File: config.mk
export PLATFORM = sky130hd
export DESIGN_NAME = intr_entry_seq
export DESIGN_NICKNAME = d
export VERILOG_FILES = /design/src/rtl/intr_entry_pkg.sv /design/src/rtl/intr_entry_ctrl.sv /design/src/rtl/intr_entry_dp.sv /design/src/rtl/intr_entry_seq.sv
export SDC_FILE = /design/constraint.sdc
export NUM_CORES = 1
export LEC_CHECK = 0
export BUFFER_PORTS_ARGS = -buffer_cell sky130_fd_sc_hd__clkbuf_2
export CORE_ASPECT_RATIO = 0.9
export CORE_MARGIN = 10
export CORE_UTILIZATION = 45
export CTS_BUF_LIST = sky130_fd_sc_hd__clkbuf_8
export DETAILED_ROUTE_END_ITERATION = 8
export MAX_ROUTING_LAYER = met4
export PLACE_DENSITY = 0.71
export SLEW_MARGIN = 15
export SYNTH_ARGS = -nofsm -noshare
export SYNTH_HDL_FRONTEND = slang
export SYNTH_HIERARCHICAL = 1
export SYNTH_SLANG_ARGS = --single-unit
export TNS_END_PERCENT = 100
File: constraint.sdc
create_clock -name clk -period 10.25 [get_ports clk]
set_clock_uncertainty 0.05 [all_clocks]
set_input_delay 0.5125 -clock clk [delete_from_list [all_inputs] [get_ports clk]]
set_output_delay 0.5125 -clock clk [all_outputs]
set_load 0.01 [all_outputs]
File: src/rtl/intr_entry_pkg.sv
package intr_entry_pkg;
  localparam int FRAME_MAX = 6;

  typedef enum logic [2:0] {
    S_IDLE, S_PUSH, S_RDLO, S_RDHI, S_FIN
  } seqState_t;

  typedef struct packed {
    logic latch;
    logic push;
    logic rdLo;
    logic rdHi;
    logic finish;
  } seqCtl_t;
endpackage

File: src/rtl/intr_entry_ctrl.sv
module intr_entry_ctrl
  import intr_entry_pkg::*;
(
  input  logic    clk,
  input  logic    rst_n,
  input  logic    evtReq,
  input  logic    atBoundary,
  input  logic    lastPush,
  input  logic    doneIn,
  output seqCtl_t ctl,
  output logic    busy
);
  seqState_t state, stateNext;
  logic accept;

  assign busy   = (state != S_IDLE) || doneIn;
  assign accept = evtReq && atBoundary && !busy;

  always_comb begin
    stateNext = state;
    case (state)
      S_IDLE: if (accept) stateNext = S_PUSH;
      S_PUSH: if (lastPush) stateNext = S_RDLO;
      S_RDLO: stateNext = S_RDHI;
      S_RDHI: stateNext = S_FIN;
      S_FIN:  stateNext = S_IDLE;
      default: stateNext = S_IDLE;
    endcase
  end

  always_comb begin
    ctl        = '0;
    ctl.latch  = (state == S_IDLE) && accept;
    ctl.push   = (state == S_PUSH);
    ctl.rdLo   = (state == S_RDLO);
    ctl.rdHi   = (state == S_RDHI);
    ctl.finish = (state == S_FIN);
  end

  always_ff @(posedge clk or negedge rst_n) begin
    if (!rst_n) state <= S_IDLE;
    else        state <= stateNext;
  end
endmodule

File: src/rtl/intr_entry_dp.sv
module intr_entry_dp
  import intr_entry_pkg::*;
#(
  parameter int VEC_W  = 8,
  parameter int WORD_W = 32,
  parameter int PRIV_W = 2,
  localparam int SEL_W = WORD_W / 2
) (
  input  logic              clk,
  input  logic              rst_n,
  input  seqCtl_t           ctl,
  input  logic [VEC_W-1:0]  evtVector,
  input  logic              evtHasErr,
  input  logic [WORD_W-1:0] evtErrCode,
  input  logic [PRIV_W-1:0] curPriv,
  input  logic [SEL_W-1:0]  curSs,
  input  logic [WORD_W-1:0] curEsp,
  input  logic [WORD_W-1:0] curEflags,
  input  logic [SEL_W-1:0]  curCs,
  input  logic [WORD_W-1:0] curEip,
  input  logic [SEL_W-1:0]  kStackSs,
  input  logic [WORD_W-1:0] kStackEsp,
  input  logic [WORD_W-1:0] tableBase,
  output logic              memWrEn,
  output logic [WORD_W-1:0] memWrAddr,
  output logic [WORD_W-1:0] memWrData,
  output logic              memRdEn,
  output logic [WORD_W-1:0] memRdAddr,
  input  logic [WORD_W-1:0] memRdData,
  output logic              lastPush,
  output logic              done,
  output logic              fault,
  output logic [SEL_W-1:0]  newCs,
  output logic [WORD_W-1:0] newEip,
  output logic [SEL_W-1:0]  newSs,
  output logic [WORD_W-1:0] newEsp
);
  localparam int BYTES       = WORD_W / 8;
  localparam int GATE_SHIFT  = $clog2(2 * BYTES);
  localparam int IDX_W       = $clog2(FRAME_MAX + 1);
  localparam int PRESENT_BIT = SEL_W - 1;

  logic [WORD_W-1:0] frameWords [FRAME_MAX];
  logic [WORD_W-1:0] frameNext  [FRAME_MAX];
  logic [IDX_W-1:0]  frameLen, lenNext, pushIdx, baseIdx;
  logic [WORD_W-1:0] stackPtr, gateLo, gateAddr;
  logic [SEL_W-1:0]  stackSel;
  logic [VEC_W-1:0]  vecR;
  logic              switchStack, present;
  logic              unusedHiBits;

  assign switchStack = (curPriv != '0);
  assign baseIdx     = switchStack ? IDX_W'(2) : IDX_W'(0);

  always_comb begin
    for (int i = 0; i < FRAME_MAX; i++) frameNext[i] = '0;
    frameNext[0] = {{(WORD_W-SEL_W){1'b0}}, curSs};
    frameNext[1] = curEsp;
    frameNext[baseIdx]           = curEflags;
    frameNext[baseIdx + IDX_W'(1)] = {{(WORD_W-SEL_W){1'b0}}, curCs};
    frameNext[baseIdx + IDX_W'(2)] = curEip;
    frameNext[baseIdx + IDX_W'(3)] = evtErrCode;
    lenNext = baseIdx + IDX_W'(3) + IDX_W'(evtHasErr);
  end

  assign lastPush  = (pushIdx == frameLen - IDX_W'(1));
  assign memWrEn   = ctl.push;
  assign memWrAddr = stackPtr - WORD_W'(BYTES);
  assign memWrData = frameWords[pushIdx];

  assign gateAddr  = tableBase + (WORD_W'(vecR) << GATE_SHIFT);
  assign memRdEn   = ctl.rdLo | ctl.rdHi;
  assign memRdAddr = ctl.rdHi ? gateAddr + WORD_W'(BYTES) : gateAddr;

  assign present      = memRdData[PRESENT_BIT];
  assign unusedHiBits = ^memRdData[PRESENT_BIT-1:0];

  always_ff @(posedge clk or negedge rst_n) begin
    if (!rst_n) begin
      for (int i = 0; i < FRAME_MAX; i++) frameWords[i] <= '0;
      frameLen <= '0;
      pushIdx  <= '0;
      stackPtr <= '0;
      stackSel <= '0;
      vecR     <= '0;
      gateLo   <= '0;
      done     <= 1'b0;
      fault    <= 1'b0;
      newCs    <= '0;
      newEip   <= '0;
      newSs    <= '0;
      newEsp   <= '0;
    end else begin
      done  <= 1'b0;
      fault <= 1'b0;
      if (ctl.latch) begin
        for (int i = 0; i < FRAME_MAX; i++) frameWords[i] <= frameNext[i];
        frameLen <= lenNext;
        pushIdx  <= '0;
        vecR     <= evtVector;
        stackPtr <= switchStack ? kStackEsp : curEsp;
        stackSel <= switchStack ? kStackSs : curSs;
      end
      if (ctl.push) begin
        stackPtr <= stackPtr - WORD_W'(BYTES);
        pushIdx  <= pushIdx + IDX_W'(1);
      end
      if (ctl.rdHi) gateLo <= memRdData;
      if (ctl.finish) begin
        done   <= 1'b1;
        fault  <= !present;
        newEsp <= stackPtr;
        newSs  <= stackSel;
        if (present) begin
          newCs  <= gateLo[WORD_W-1:SEL_W];
          newEip <= {memRdData[WORD_W-1:SEL_W], gateLo[SEL_W-1:0]};
        end
      end
    end
  end
endmodule

File: src/rtl/intr_entry_seq.sv
module intr_entry_seq
  import intr_entry_pkg::*;
#(
  parameter int VEC_W  = 8,
  parameter int WORD_W = 32,
  parameter int PRIV_W = 2,
  localparam int SEL_W = WORD_W / 2
) (
  input  logic              clk,
  input  logic              rst_n,
  input  logic              evtReq,
  input  logic              atBoundary,
  input  logic [VEC_W-1:0]  evtVector,
  input  logic              evtHasErr,
  input  logic [WORD_W-1:0] evtErrCode,
  input  logic [PRIV_W-1:0] curPriv,
  input  logic [SEL_W-1:0]  curSs,
  input  logic [WORD_W-1:0] curEsp,
  input  logic [WORD_W-1:0] curEflags,
  input  logic [SEL_W-1:0]  curCs,
  input  logic [WORD_W-1:0] curEip,
  input  logic [SEL_W-1:0]  kStackSs,
  input  logic [WORD_W-1:0] kStackEsp,
  input  logic [WORD_W-1:0] tableBase,
  output logic              memWrEn,
  output logic [WORD_W-1:0] memWrAddr,
  output logic [WORD_W-1:0] memWrData,
  output logic              memRdEn,
  output logic [WORD_W-1:0] memRdAddr,
  input  logic [WORD_W-1:0] memRdData,
  output logic              busy,
  output logic              done,
  output logic              fault,
  output logic [SEL_W-1:0]  newCs,
  output logic [WORD_W-1:0] newEip,
  output logic [SEL_W-1:0]  newSs,
  output logic [WORD_W-1:0] newEsp
);
  seqCtl_t ctl;
  logic    lastPush;

  intr_entry_ctrl u_ctrl (
    .clk(clk), .rst_n(rst_n), .evtReq(evtReq), .atBoundary(atBoundary),
    .lastPush(lastPush), .doneIn(done), .ctl(ctl), .busy(busy)
  );

  intr_entry_dp #(.VEC_W(VEC_W), .WORD_W(WORD_W), .PRIV_W(PRIV_W)) u_dp (
    .clk(clk), .rst_n(rst_n), .ctl(ctl),
    .evtVector(evtVector), .evtHasErr(evtHasErr), .evtErrCode(evtErrCode),
    .curPriv(curPriv), .curSs(curSs), .curEsp(curEsp), .curEflags(curEflags),
    .curCs(curCs), .curEip(curEip), .kStackSs(kStackSs), .kStackEsp(kStackEsp),
    .tableBase(tableBase),
    .memWrEn(memWrEn), .memWrAddr(memWrAddr), .memWrData(memWrData),
    .memRdEn(memRdEn), .memRdAddr(memRdAddr), .memRdData(memRdData),
    .lastPush(lastPush), .done(done), .fault(fault),
    .newCs(newCs), .newEip(newEip), .newSs(newSs), .newEsp(newEsp)
  );
endmodule

# == Yosys cells after proc, flatten, opt, wreduce, memory -nomap -nowiden ==
# Index checks and enable logic that the tools add are counted.
# classes
n_eq_ne,7
reduce_logical,16
muxes,28
bitwise,6
magnitude_cmp,9
addsub,9
# op_table
cell,count
$bwmux 192,4
$demux 32 s3,4
$mux 32,10
$bmux 32 s3,1
$add 32x11->32,1
$add 32x3->32 const B,1
$sub 32x3->32 const B,1
$ge 4x4->1 const B,5
$not 3->4,5
$lt 4x1->1 const B,4
$mux 16,1
$mux 3,4
$pmux 3 s4,1
$logic_and 1x1->1,7
$add 3x1->3 const B,2
$add 3x2->3 const B,2
$eq 3x2->1 const B,2
$ne 2x1->1 const B,2
$reduce_and 2->1,2
$reduce_bool 2->1,2
$add 3x1->3,1
$eq 3x1->1 const B,1
$eq 3x3->1,1
$eq 3x3->1 const B,1
other kinds (8),10
# word_totals
out_inout_bits,197
ff_bits,387
in_bits,287
wordCells,94

# == Logic depth before layout (Yosys ltp) ==
# depth
word_depth,11
depth_mapped,11
mapped_depth_nobuf,10

# == By module ==
# The synthesis kept the hierarchy.
# modules_own_cells
mod,instances,cells_each,area_per_inst_um2,seq_area_each_um2
intr_entry_dp,1,2007,19341.0,9609.2
intr_entry_ctrl,1,16,180.2,75.1

# == Least setup slack after synthesis ==
# Ideal clock, no wire load.
# synth_path
path_type,input to output
start,input port tableBase[9]
end,output port memRdAddr[31]
n_path_buf,1
slack_ns,6.352
required_time_ns,9.688
path_stages,10
arrival_ns,3.336
cell_sequence,ha_1 > and3_1 > or4b_1 > clkbuf_1 > a211oi_1 > mux2_2 > a21boi_0 > nand3_1 > nor4_1 > xnor2_1
# synth_via
elab_chain_cells,3
# synth_lines
element,line_no,rtl
"start, declared",intr_entry_seq.sv:24,"input logic [WORD_W-1:0] tableBase,"
$add 32x11->32 (*),intr_entry_dp.sv:71,assign gateAddr = tableBase + (WORD_W'(vecR) << GATE_SHIFT);
$add 32x3->32,intr_entry_dp.sv:73,assign memRdAddr = ctl.rdHi ? gateAddr + WORD_W'(BYTES) : gateAddr;
$mux 32 (*),intr_entry_dp.sv:73,
"end, declared",intr_entry_seq.sv:29,"output logic [WORD_W-1:0] memRdAddr,"
# Mark *: on every way between the ends. The rest lies on a longest branch, timed or not.

# == Final worst setup path ==
# layout_path
start,register u_dp.vecR[0]
end,output port memRdAddr[25]
# layout_via
elab_chain_cells,3
# layout_lines
element,line_no,rtl
"start, declared",intr_entry_dp.sv:48,logic [VEC_W-1:0] vecR;
"start signal, assigned",intr_entry_dp.sv:100,vecR <= evtVector;
$add 32x11->32 (*),intr_entry_dp.sv:71,
$add 32x3->32,intr_entry_dp.sv:73,
$mux 32 (*),intr_entry_dp.sv:73,
# Marks and branches as above.

==> flow_summary_export.csv <==
group,metric,value,unit
worst_setup_path,required,9.69,ns
timing,fin_crit_sh,50.8,%
drt,initialDrtViolationCount,1307,
timing,slew_headroom,24.8,%
clock_tree,path_clk_slew,0.07,ns
yosys,synth-seq-cells,387,
outcome,run_status,"complete, no violations",
power,ir_worst_vdd,0.188,mV
timing,period_minus_slack,5.20,ns
worst_setup_path,critPathLaunch,"u_dp/vecR[0]$_DFFE_PN0P_",
worst_setup_path,r2r_cells,7,
floorplanning,initial_utilization,45.4,%
floorplanning,die_x,240,um
timing,worstMarginPinSlew,1.13,ns
run,maxCapViolations,0,
final_layout,drive_gt1_share,31.6,%
final_layout,ff_latch_area,0.00969,sq mm
final_layout,syn_to_final_growth,21.2,%
worst_setup_path,r2r_slack,6.24,ns
global_routing,grt_pass1_wl,98.2,mm
yosys,synth_cell_types,64,
floorplanning,die_h,218,um
yosys,synth_edf_count,0,
drt,vias_per_cell,5.50,
floorplanning,fp.coreArea,0.0430,sq mm
place,place_congestion,0.892,
worst_setup_path,rr_endpoint,"u_dp/frameWords[64]$_DFFE_PN0P_",
clock_tree,post_cts_buffers,0,
timing,layout_setup_ws,5.05,ns
place,dpl_cell_area,0.0222,sq mm
final_layout,nFillCells,3871,
global_routing,grt_use_total,24.7,%
clock_tree,cts-buffers-inserted,68,
worst_setup_path,cp-start-kind,"register",
drt,routed_wirelength,64.0,mm
yosys,async_reset_ff_share,100,%
power,p_sw_share,38.5,%
worst_setup_path,critPathArrivalTime,4.64,ns
yosys,synth_largest_area_cell,"dfrtp_1",
worst_setup_path,crit_end,"memRdAddr[25]",
final_layout,design_area,0.0237,sq mm
timing,slew_viol_final,0,
clock_tree,clockBufferDepth,3,
timing,rsz0062_at_grt,"no",
power,power_frac_seq,38.4,%
global_routing,antenna_found_initial,19,
yosys,yosysTopAreaCellShare,49.6,%
floorplanning,die_area,0.0521,sq mm
floorplanning,io_pins,484,
worst_setup_path,criticalPathCategory,"reg2out",
final_layout,nets,2743,
place,pre_cts_ws,5.56,ns
power,powerDensity,295,mW/mm^2
clock_tree,cts_tree,"yes",
yosys,synthesis.area,0.0195,sq mm
drt,vias,16862,
global_routing,grt_pass1_vias,17299,
clock_tree,clkLatencyLatePin,0.62,ns
place,post-place-cells,2926,
global_routing,grt-ovfl-total,0,
floorplanning,rows,72,
clock_tree,clockRootBuffer,"clkbuf_8",
drt,drtAntennaViolNets,0,
min_path,hp-class,"in2reg",
worst_setup_path,endpoint_kind,"output pin",
timing,max_freq,192,MHz
power,power_frac_comb,41.0,%
global_routing,grt_max_degree,117,
yosys,syn-num-nets,2324,
timing,setup_viol,0,
final_layout,multi_input_area,0.00871,sq mm
worst_setup_path,critPathMaxFanout,7,
power,clock_power_share,20.6,%
power,total_leakage_power,11.4,nW
drt,wl_per_cell,20.9,um
power,p_int,4.29,mW
place,portBuffers,479,
yosys,ys_warn_count,6,
drt,drc,0,
timing,hold_viol_final,0,
yosys,syn_area_per_cell,9.65,sq um
yosys,synthTopCellsByArea,"dfrtp_1 (50%), mux2_2 (8.0%), nand2_1 (6.5%)",
yosys,ys_seq_area_share,49.6,%
final_layout,stdcell_count,3066,
final_layout,layout_common_cells,"clkbuf_2 (478), dfrtp_1 (384), nand2_1 (336)",
place,dp_hpwl,46.3,mm
drt,dr.pass1.iters,6,
timing,tns,0,ns
yosys,syn_inst,2023,
clock_tree,cts_sinks,387,
power,power.switching,2.69,mW
final_layout,layout_commonest_cell,"clkbuf_2",
worst_setup_path,r2r-start,"u_ctrl/state[2]$_DFFE_PN0P_",
clock_tree,htreeDepth,3,
yosys,synth_flop_cell,"dfrtp_1",
synth_stat cells (all sizes together) (4+ instances only):
master,instances
o21ai,145
xor2,35
o31ai,4
a21oi,12
nor3,17
a31oi,96
nor2,116
dfrtp,387
or3,7
clkbuf,107
nand4,9
a21o,8
nor3b,8
nand3,120
ha,13
mux4,32
nand2,337
mux2i,40
nor2b,6
nor4,6
or4,7
o22ai,64
nand2b,7
buf,41
nand3b,7
mux2,138
a211oi,5
and3,5
inv,155
xnor2,42
and4,5
metrics by stage:
stage          total power [mW]  hold slack, ns  util, %
2_1_floorplan              4.47           0.167        -
3_3_place_gp               5.47           0.432     51.7
3_5_place_dp               5.58           0.443     51.7
4_1_cts                    7.05          0.0142     54.9
5_1_grt                    7.47          0.0235     55.1
6_report                   6.98          0.0756     55.1
metal layers:
metal | track usage, % | routed length [um]
met5 | - | 0
met4 | 9.14 | 2210
met3 | 6.24 | 4390
met2 | 41.4 | 32600
met1 | 28.0 | 24800
registers in the layout, indices dropped and copies added, names as in the netlist, 8 cells and up:
register / cells
u_dp/frameWords: 192
u_dp/gateLo: 32
u_dp/newCs: 16
u_dp/newEip: 32
u_dp/newEsp: 32
u_dp/newSs: 16
u_dp/stackPtr: 32
u_dp/stackSel: 16
u_dp/vecR: 8
worst max-delay path, stage by stage (launching register included):
cell and delay, ns:
dfrtp_1 0.39, ha_1 0.24, fa_1 0.45, a211oi_1 0.52
o21ai_0 0.20, xor2_1 0.24, nand2_1 0.16, nor4_1 0.63
nand4_1 0.47, o31a_1 0.41, o32a_1 0.17, clkbuf_2 0.14
what timing repair did:
item | 4_1_cts | 5_1_grt
resized for setup | 0 | 0
hold endpoints to repair | 99 | 0
hold buffers | 1 | 0
worst min path at each step:
stage / startpoint / end / cells after the start / slack [ns]
2_1_floorplan: rst_n / u_ctrl/state[0]$_DFFE_PN0P_ / 0 / 0.17
3_3_place_gp: u_dp/gateLo[12]$_DFFE_PN0P_ / u_dp/newEip[12]$_DFFE_PN0P_ / 1 / 0.43
3_5_place_dp: u_dp/stackSel[9]$_DFFE_PN0P_ / u_dp/newSs[9]$_DFFE_PN0P_ / 1 / 0.44
4_1_cts: evtHasErr / u_dp/frameLen[0]$_DFFE_PN0P_ / 2 / 0.01
5_1_grt: evtHasErr / u_dp/frameLen[0]$_DFFE_PN0P_ / 2 / 0.02
6_report: evtHasErr / u_dp/frameLen[0]$_DFFE_PN0P_ / 2 / 0.08
cells by family after synthesis:
family	after synthesis	synth area share [%]
xor gates and xnor gates	77	3.49
DFF	387	49.6
adders and majority gates	14	0.936
AOI/OAI and AO/OA	358	10.9
buffers and inverters	303	5.94
and+or+nand+nor	674	15.5
muxes	210	13.7
cell type report:
type	instances	share of cell area (%)
clock buffers	88	5.12
flip-flops and latches	387	41.0
inverters	155	2.47
clock inverters	32	0.746
repair buffers	497	10.8
multi-input cells	1333	36.8
well taps	555	2.94
diodes	19	0.201
power groups by stage:
stage | combinational, mW | sequential (mW) | clock, mW
after floorplan | 1.86 | 2.61 | 0
after global placement | 2.81 | 2.66 | 0
after detailed placement | 2.88 | 2.70 | 0
after CTS | 2.89 | 2.68 | 1.48
after global routing | 3.14 | 2.77 | 1.55
final | 2.86 | 2.68 | 1.44
No activity file was read; power rests on OpenSTA's default activity.
